**src/rtl/codec_acc_pkg.sv**
```systemverilog
package codec_acc_pkg;
  localparam int IDX_W = 7;
  localparam int DAT_W = 16;
  localparam int WORD_W = 32;

  // control word bit positions (software visible)
  localparam int C_READ   = 31;
  localparam int C_IDX_LO = 24;
  localparam int C_PD_PRI = 21;
  localparam int C_PD_SEC = 20;
  localparam int C_WARM   = 17;
  localparam int C_LAUNCH = 16;

  // status word bit positions
  localparam int S_RDY_PRI = 23;
  localparam int S_RDY_SEC = 22;
  localparam int S_FRESH   = 17;

  typedef struct packed {
    logic loadCtl;   // accept software control write
    logic launch;    // command taken by codec side
    logic capture;   // matching response latched
  } strobe_t;
endpackage

```
**src/rtl/codec_acc_ctrl.sv**
```systemverilog
module codec_acc_ctrl
  import codec_acc_pkg::*;
(
  input  logic    clk,
  input  logic    rstN,
  input  logic    ctlWrEn,
  input  logic    wrLaunchBit,
  input  logic    cmdReady,
  input  logic    launchArms,
  input  logic    rspValid,
  input  logic    rspMatch,
  input  logic    statRdEn,
  output strobe_t stb,
  output logic    launchPending,
  output logic    freshFlag
);
  logic awaitingQ;

  always_comb begin
    stb.loadCtl = ctlWrEn && !launchPending;
    stb.launch  = launchPending && cmdReady;
    stb.capture = rspValid && awaitingQ && rspMatch;
  end

  always_ff @(posedge clk or negedge rstN) begin
    if (!rstN) begin
      launchPending <= 1'b0;
      awaitingQ     <= 1'b0;
      freshFlag     <= 1'b0;
    end else begin
      if (stb.loadCtl)     launchPending <= wrLaunchBit;
      else if (stb.launch) launchPending <= 1'b0;

      if (stb.launch && launchArms) awaitingQ <= 1'b1;
      else if (stb.capture)         awaitingQ <= 1'b0;

      if (stb.capture)   freshFlag <= 1'b1;
      else if (statRdEn) freshFlag <= 1'b0;
    end
  end

  AST_HOLD_UNTIL_TAKEN: assert property (@(posedge clk) disable iff (!rstN)
    (launchPending && !cmdReady) |=> launchPending);
  AST_DROP_AFTER_TAKEN: assert property (@(posedge clk) disable iff (!rstN)
    (launchPending && cmdReady) |=> !launchPending);
  AST_FRESH_NEEDS_RESPONSE: assert property (@(posedge clk) disable iff (!rstN)
    $rose(freshFlag) |-> $past(rspValid && awaitingQ));
  AST_READ_CLEARS_FRESH: assert property (@(posedge clk) disable iff (!rstN)
    (statRdEn && !rspValid) |=> !freshFlag);
endmodule

```
**src/rtl/codec_acc_dp.sv**
```systemverilog
module codec_acc_dp
  import codec_acc_pkg::*;
#(
  parameter int SYNC_STAGES = 2
) (
  input  logic              clk,
  input  logic              rstN,
  input  strobe_t           stb,
  input  logic [WORD_W-1:0] ctlWrData,
  input  logic              launchPending,
  input  logic              freshFlag,
  input  logic [IDX_W-1:0]  rspIndex,
  input  logic [DAT_W-1:0]  rspData,
  input  logic              priReady,
  input  logic              secReady,
  output logic [WORD_W-1:0] ctlRdData,
  output logic [WORD_W-1:0] statRdData,
  output logic              cmdIsRead,
  output logic [IDX_W-1:0]  cmdIndex,
  output logic [DAT_W-1:0]  cmdData,
  output logic              cmdWarmReset,
  output logic              pdPrimary,
  output logic              pdSecondary,
  output logic              launchArms,
  output logic              rspMatch
);
  localparam int LAST = SYNC_STAGES - 1;

  logic             isReadQ, warmQ, pdPriQ, pdSecQ;
  logic [IDX_W-1:0] idxQ, awaitIdxQ, stIdxQ;
  logic [DAT_W-1:0] wDataQ, stDataQ;
  logic [1:0]       syncQ [SYNC_STAGES];

  always_ff @(posedge clk or negedge rstN) begin
    if (!rstN) begin
      isReadQ   <= 1'b0;
      warmQ     <= 1'b0;
      pdPriQ    <= 1'b0;
      pdSecQ    <= 1'b0;
      idxQ      <= '0;
      wDataQ    <= '0;
      awaitIdxQ <= '0;
      stIdxQ    <= '0;
      stDataQ   <= '0;
    end else begin
      if (stb.loadCtl) begin
        isReadQ <= ctlWrData[C_READ];
        idxQ    <= ctlWrData[C_IDX_LO +: IDX_W];
        pdPriQ  <= ctlWrData[C_PD_PRI];
        pdSecQ  <= ctlWrData[C_PD_SEC];
        warmQ   <= ctlWrData[C_WARM];
        wDataQ  <= ctlWrData[DAT_W-1:0];
      end
      if (stb.launch && launchArms) awaitIdxQ <= idxQ;
      if (stb.capture) begin
        stIdxQ  <= rspIndex;
        stDataQ <= rspData;
      end
    end
  end

  genvar gs;
  generate
    for (gs = 0; gs < SYNC_STAGES; gs++) begin : gSync
      always_ff @(posedge clk or negedge rstN) begin
        if (!rstN) syncQ[gs] <= 2'b00;
        else if (gs == 0) syncQ[gs] <= {priReady, secReady};
        else syncQ[gs] <= syncQ[(gs == 0) ? 0 : gs - 1];
      end
    end
  endgenerate

  always_comb begin
    launchArms = isReadQ && !warmQ;
    rspMatch   = (rspIndex == awaitIdxQ);

    cmdIsRead    = isReadQ;
    cmdIndex     = idxQ;
    cmdData      = wDataQ;
    cmdWarmReset = warmQ;
    pdPrimary    = pdPriQ;
    pdSecondary  = pdSecQ;

    ctlRdData                        = '0;
    ctlRdData[C_READ]                = isReadQ;
    ctlRdData[C_IDX_LO +: IDX_W]     = idxQ;
    ctlRdData[C_PD_PRI]              = pdPriQ;
    ctlRdData[C_PD_SEC]              = pdSecQ;
    ctlRdData[C_WARM]                = warmQ;
    ctlRdData[C_LAUNCH]              = launchPending;
    ctlRdData[DAT_W-1:0]             = wDataQ;

    statRdData                       = '0;
    statRdData[C_IDX_LO +: IDX_W]    = stIdxQ;
    statRdData[S_RDY_PRI]            = syncQ[LAST][1];
    statRdData[S_RDY_SEC]            = syncQ[LAST][0];
    statRdData[S_FRESH]              = freshFlag;
    statRdData[DAT_W-1:0]            = stDataQ;
  end

  AST_CAPTURE_TAKES_RESPONSE: assert property (@(posedge clk) disable iff (!rstN)
    stb.capture |=> (stIdxQ == $past(rspIndex)) && (stDataQ == $past(rspData)));
endmodule

```
**src/rtl/codec_reg_access.sv**
```systemverilog
module codec_reg_access
  import codec_acc_pkg::*;
#(
  parameter int SYNC_STAGES = 2
) (
  input  logic        clk,
  input  logic        rstN,
  input  logic        ctlWrEn,
  input  logic [31:0] ctlWrData,
  output logic [31:0] ctlRdData,
  input  logic        statRdEn,
  output logic [31:0] statRdData,
  output logic        cmdValid,
  input  logic        cmdReady,
  output logic        cmdIsRead,
  output logic [6:0]  cmdIndex,
  output logic [15:0] cmdData,
  output logic        cmdWarmReset,
  input  logic        rspValid,
  input  logic [6:0]  rspIndex,
  input  logic [15:0] rspData,
  input  logic        priReady,
  input  logic        secReady,
  output logic        pdPrimary,
  output logic        pdSecondary
);
  strobe_t stb;
  logic    launchPending, freshFlag, launchArms, rspMatch;

  codec_acc_ctrl u_ctrl (
    .clk(clk), .rstN(rstN), .ctlWrEn(ctlWrEn), .wrLaunchBit(ctlWrData[C_LAUNCH]),
    .cmdReady(cmdReady), .launchArms(launchArms), .rspValid(rspValid),
    .rspMatch(rspMatch), .statRdEn(statRdEn), .stb(stb),
    .launchPending(launchPending), .freshFlag(freshFlag)
  );

  codec_acc_dp #(.SYNC_STAGES(SYNC_STAGES)) u_dp (
    .clk(clk), .rstN(rstN), .stb(stb), .ctlWrData(ctlWrData),
    .launchPending(launchPending), .freshFlag(freshFlag),
    .rspIndex(rspIndex), .rspData(rspData), .priReady(priReady), .secReady(secReady),
    .ctlRdData(ctlRdData), .statRdData(statRdData), .cmdIsRead(cmdIsRead),
    .cmdIndex(cmdIndex), .cmdData(cmdData), .cmdWarmReset(cmdWarmReset),
    .pdPrimary(pdPrimary), .pdSecondary(pdSecondary),
    .launchArms(launchArms), .rspMatch(rspMatch)
  );

  assign cmdValid = launchPending;

  AST_BUSY_WRITE_IGNORED: assert property (@(posedge clk) disable iff (!rstN)
    (ctlWrEn && cmdValid) |=> $stable(ctlRdData[31:17]) && $stable(ctlRdData[15:0]));
  AST_STATUS_HELD_IDLE: assert property (@(posedge clk) disable iff (!rstN)
    !rspValid |=> $stable(statRdData[30:24]) && $stable(statRdData[15:0]));
endmodule

```
**config.mk**
```make
export PLATFORM = sky130hd
export DESIGN_NAME = codec_reg_access
export DESIGN_NICKNAME = d
export VERILOG_FILES = /design/src/rtl/codec_acc_pkg.sv /design/src/rtl/codec_acc_ctrl.sv /design/src/rtl/codec_acc_dp.sv /design/src/rtl/codec_reg_access.sv
export SDC_FILE = /design/constraint.sdc
export NUM_CORES = 1
export LEC_CHECK = 0
export BUFFER_PORTS_ARGS = -buffer_cell sky130_fd_sc_hd__buf_2
export CORE_MARGIN = 3
export CORE_UTILIZATION = 40
export DETAILED_ROUTE_END_ITERATION = 8
export PLACE_DENSITY_LB_ADDON = 0.12
export SLEW_MARGIN = 20
export SYNTH_ARGS = -nofsm -noshare
export SYNTH_HDL_FRONTEND = slang
export SYNTH_SLANG_ARGS = --single-unit
```
**constraint.sdc**
```tcl
create_clock -name clk -period 4 [get_ports clk]
set_input_delay 0.4 -clock clk [delete_from_list [all_inputs] [get_ports clk]]
set_output_delay 0.4 -clock clk [all_outputs]
set_load 0.02 [all_outputs]
```
=== After elaboration in Yosys (flattened, before gate mapping) ===
Cells that the tools add are included.
W data, S select, Z words.

* Equal/unequal tests: 1
* Muxes and demuxes: 6
* Divide/modulo/power cells: 0
* $add $sub $neg: 0
* Reductions and logical operators: 11
* Shifts and indexed selects: 0
* Magnitude comparators: 0
* Multiply operators: 0
* Bitwise operators: 0

{| class="wikitable"
|+ Operator list
! kind !! number
|-
| $eq A7 B7 Y1 || 1
|-
| $logic_and A1 B1 Y1 || 6
|-
| $mux W1 || 6
|-
| $reduce_bool A2 Y1 || 3
|-
| $logic_not A1 Y1 || 2
|}

* Bits in writable memories: 0
* ROM bits: 0
* Register bits after elaboration: 64
* Output and inout bits: 92
* Bits of input ports: 63
* Memories: 0
* Bits in latches: 0

=== Logic depth before layout (Yosys ltp) ===
* Depth after elaboration: 4
* Depth in mapped cells: 6
* Depth with buffers taken out: 4

=== Cells and area by module ===
From an unflattened synthesis, not the netlist that was laid out.

* Cells, all modules: 188
* Area, all modules: 2801.4 um^2

{| class="wikitable"
|+ Modules (own cells, without submodules)
! module !! area an instance (um^2) !! cells each !! instances !! sequential area each (um^2)
|-
| codec_acc_dp || 2668.8 || 176 || 1 || 1526.5
|-
| codec_acc_ctrl || 132.6 || 12 || 1 || 75.1
|}

=== Worst setup path before layout ===
Ideal clock, no wire load.

* Path type: in2reg
* Start point: input rspIndex[0]
* End point: register u_dp.stDataQ[10]
* Slack: 2.212 ns
* Data required time: 3.875 ns
* Cell stages on the path: 6
* Data arrival time: 1.663 ns
* Path through: xnor2_1 -> nand4_1 -> or4_1 -> buf_6 -> buf_12 -> mux2_4

* Longest elaborated chain between the ends: 2

{| class="wikitable"
|+ RTL lines
! what !! line !! source
|-
| from (decl) || codec_reg_access.sv:20 || <nowiki>input logic [6:0] rspIndex,</nowiki>
|-
| $eq A7 B7 Y1 || codec_acc_dp.sv:75 || <nowiki>rspMatch = (rspIndex == awaitIdxQ);</nowiki>
|-
| $logic_and A1 B1 Y1 || codec_acc_ctrl.sv:22 || <nowiki>stb.capture = rspValid && awaitingQ && rspMatch;</nowiki>
|-
| to (signal assigned) || codec_acc_dp.sv:57 || <nowiki>stDataQ <= rspData;</nowiki>
|-
| to (decl) || codec_acc_dp.sv:31 || <nowiki>logic [DAT_W-1:0] wDataQ, stDataQ;</nowiki>
|}

Every way passes these cells.
A chain may end at the register's enable or synchronous reset.

=== Worst setup path after layout ===
* Start point: register u_dp.awaitIdxQ[0]
* End point: register u_dp.stDataQ[9]

* Longest elaborated chain between the ends: 2

{| class="wikitable"
|+ RTL lines
! what !! line !! source
|-
| from (decl) || codec_acc_dp.sv:30 || <nowiki>logic [IDX_W-1:0] idxQ, awaitIdxQ, stIdxQ;</nowiki>
|-
| from (signal assigned) || codec_acc_dp.sv:54 || <nowiki>if (stb.launch && launchArms) awaitIdxQ <= idxQ;</nowiki>
|-
| $eq A7 B7 Y1 || codec_acc_dp.sv:75 ||
|-
| $logic_and A1 B1 Y1 || codec_acc_ctrl.sv:22 ||
|}

Every way passes these cells.

==> results.md <==
* Top Ports at roughly 160
* Crit path kind: reg2reg
* Largest cells by area after synthesis: dfrtp_1 (57%), mux2_2 (16%), buf_4 (11%)
* Synth cell types at 21
* R2r endpoint: u_dp.stDataQ[9]
* Initial antenna violation count at 0
* Slowest stage cell, crit path: or4_1
* Switching power of the nets at 737 µW
* Crit path DAT at between 2 and 2.5 ns
* Hold Crit Class: in2async
* Average size of a mapped cell at 15.1 µm²
* First-pass GRT wire length at 9.27 mm
* Vias per inst at roughly 4.4
* Slew margin rel. at 0.558
* Yosys top cell by area: dfrtp_1
* Post-CTS sizing at 0
* Placer's final routability congestion estimate at between 0.7 and 0.8
* Syn Inst Count at 186
* Power share of the combinational group at 0.338
* Clock Path Buffers at 2
* Die Y at approximately 90 µm
* Register area share after synthesis at 0.569
* DR vias at 1741
* Fin crit share at 0.478
* Initial Utilization at 0.429
* TNS Setup at 0 ns
* Post-route ant nets at 0
* Ys Warns at 0
* FF+latch count, synth at 64
* Hold buffer count at CTS at 0
* # setup viols final at 0
* Power share of the clock group at 0.241
* Clk_lat worst skew at around 0.32 ns
* Area Growth Syn to Fin at 24.7%
* CP required at 4.21 ns
* Reg2reg start: u_dp.awaitIdxQ[0]
* Final setup skew at between 0.004 and 0.005 ns
* Reg-to-reg slack, setup at between 2 and 2.5 ns
* Register share of total power at 0.420
* TritonCTS Buffers at 9
* PD cells at about 630 nW/µm²
* DR iter-0 viols at 19
* Worst Setup End Kind: register
* Die Width at roughly 90 µm
* Commonest non-fill, non-tap cell in the layout: buf_2
* Antenna diodes at 0
* Fmax at between 0.5 and 0.6 GHz
* Placement Setup Slack at just under 2 ns
* TritonCTS clock tree: built
* WL/cell at between 10 and 15 µm
* IO buf count at 140
* Max incr delay on CP at ~0.50 ns
* Total gr overflow at 0
* Worst Setup Slack, final at approximately 2.1 ns
* Commonest non-fill, non-tap cells in the layout: buf_2 (140), dfrtp_1 (64), mux2_2 (39)
* Clock-pin slew of the registers on the worst-case setup and hold paths at about 0.07 ns
* Final Critical Period at between 1.5 and 2 ns
* Slew Viols, Final at 0
* Root buffer cell: clkbuf_8
* CTS H-tree lvls at 3
* Core Region at between 6000 and 7000 µm²
* Synth top area share at 0.569
* GR Util All Layers at 0.145
* Largest vdd supply drop at approximately 0.00024 V
* DR DRC count at 0
* Cells along the critical path: xnor2_1 > nand4_1 > or4_1 > buf_4 > mux2_4
* Die area at a little over 8000 µm²
* Core Rows at 29
* Int Power at 1.48 mW
* Status: finished, final reports clean
* Startpoint types: register
* Path depth of the worst reg2reg path at 5
* Slew @ Worst Pin at 0.663 ns
* Ratio of cells with drive above 1 in the final layout at 0.705
* P_leak at ~1.9 nW
* Number of setup buffers added after CTS at 0
* Syn Std Cell Area at between 2000 and 3000 µm²
* Nets at 365
* Max Cap Viol at 0
* Clock Sinks at 64
* Drt first pass iters at 4
* Drt total wl at about 5.5 mm
* Vias in the first global route at about 1800
* Unrepaired setup endpoints after global routing: no
* Sw Share at 0.332
* Fill cells at 600
* Max FO, Critical Path at 24
* Largest net degree at the start of global routing at 36
* Final Hold Vio Count at 0
[synthesized netlist by cell type (all sizes together)]
cell type and n:
mux2 57, a21bo 1, nand3 1, clkbuf 1
nand2b 1, xor2 2, conb 1, mux2i 1
or4 1, nand2 1, inv 1, dfrtp 64
nand4b 1, xnor2 5, o21ai 1, buf 46
nand4 1
[routing by layer]
layer  wire length, µm  share of wire  track usage
met4                59          0.011       0.0574
met5                 0              0            0
met3               511          0.093       0.0559
met1              2280           0.41        0.177
met2              2660           0.48        0.230
[how the worst max path moves through the flow]
stage	endpoint	cells past startpoint	start	slack, ns
CTS	u_dp.stDataQ[12]	5	u_dp.awaitIdxQ[0]	2.07
detailed placement	u_dp.stDataQ[13]	6	rspIndex[0]	1.96
global placement	u_dp.stDataQ[9]	6	rspIndex[0]	1.95
floorplan	u_dp.stDataQ[10]	6	rspIndex[0]	2.21
finish	u_dp.stDataQ[9]	5	u_dp.awaitIdxQ[0]	2.09
global route	u_dp.stDataQ[12]	5	u_dp.awaitIdxQ[0]	2.00
[flip-flops by register name, summed over array words and instances, names as in the netlist, 2 cells and up]
signal and flops:
u_dp.cmdIndex 7, u_dp.stIdxQ 7, u_dp.statRdData 2, u_dp.awaitIdxQ 7
u_dp.stDataQ 16, u_dp.syncQ 2, u_dp.cmdData 16
[power by group through the flow]
stage / registers, mW / clock network, mW / logic (mW)
after floorplan: 1.10 / 0 / 0.401
after global placement: 0.940 / 0 / 0.755
after detailed placement: 0.946 / 0 / 0.761
after CTS: 0.937 / 0.561 / 0.764
after global routing: 0.961 / 0.592 / 0.801
final: 0.934 / 0.537 / 0.751
[metrics by stage]
step / power [mW] / hold slack (ns) / utilization / instance area (µm²) / std cells
floorplan: 1.51 / 0.104 / - / 2850 / 195
global placement: 1.69 / 0.334 / 0.505 / 3320 / 384
detailed placement: 1.71 / 0.336 / 0.505 / 3320 / 384
CTS: 2.26 / 0.107 / 0.534 / 3510 / 398
global route: 2.35 / 0.141 / 0.534 / 3510 / 398
finish: 2.22 / 0.102 / 0.534 / 3510 / 398
[logic make-up after synthesis]
family                    Yosys count  synth area share
buffers and inverters              48             0.134
DFF                                64             0.569
AOI/OAI and AO/OA                   2           0.00533
other                               1           0.00133
and+or+nand+nor                     6            0.0133
xor gates and xnor gates            7            0.0218
muxes                              58             0.256
[final cells by class]
type,count,area [µm²],share of cell area
repair buffers,143,723,0.206
flip-flops and latches,64,1600,0.456
clock inverters,3,42.5,0.0121
multi-input cells,83,871,0.248
clock buffers,11,151,0.0431
well taps,93,116,0.0332
inverters,1,3.75,0.00107
[critical path: cells and delay by family (launching register included)]
family,cells,cell delay (ns)
muxes,1,0.34
and+or+nand+nor,2,0.61
DFF,1,0.38
xor gates and xnor gates,1,0.17
buffers and inverters,1,0.28
Note: power is estimated with default switching activity, not from simulation.
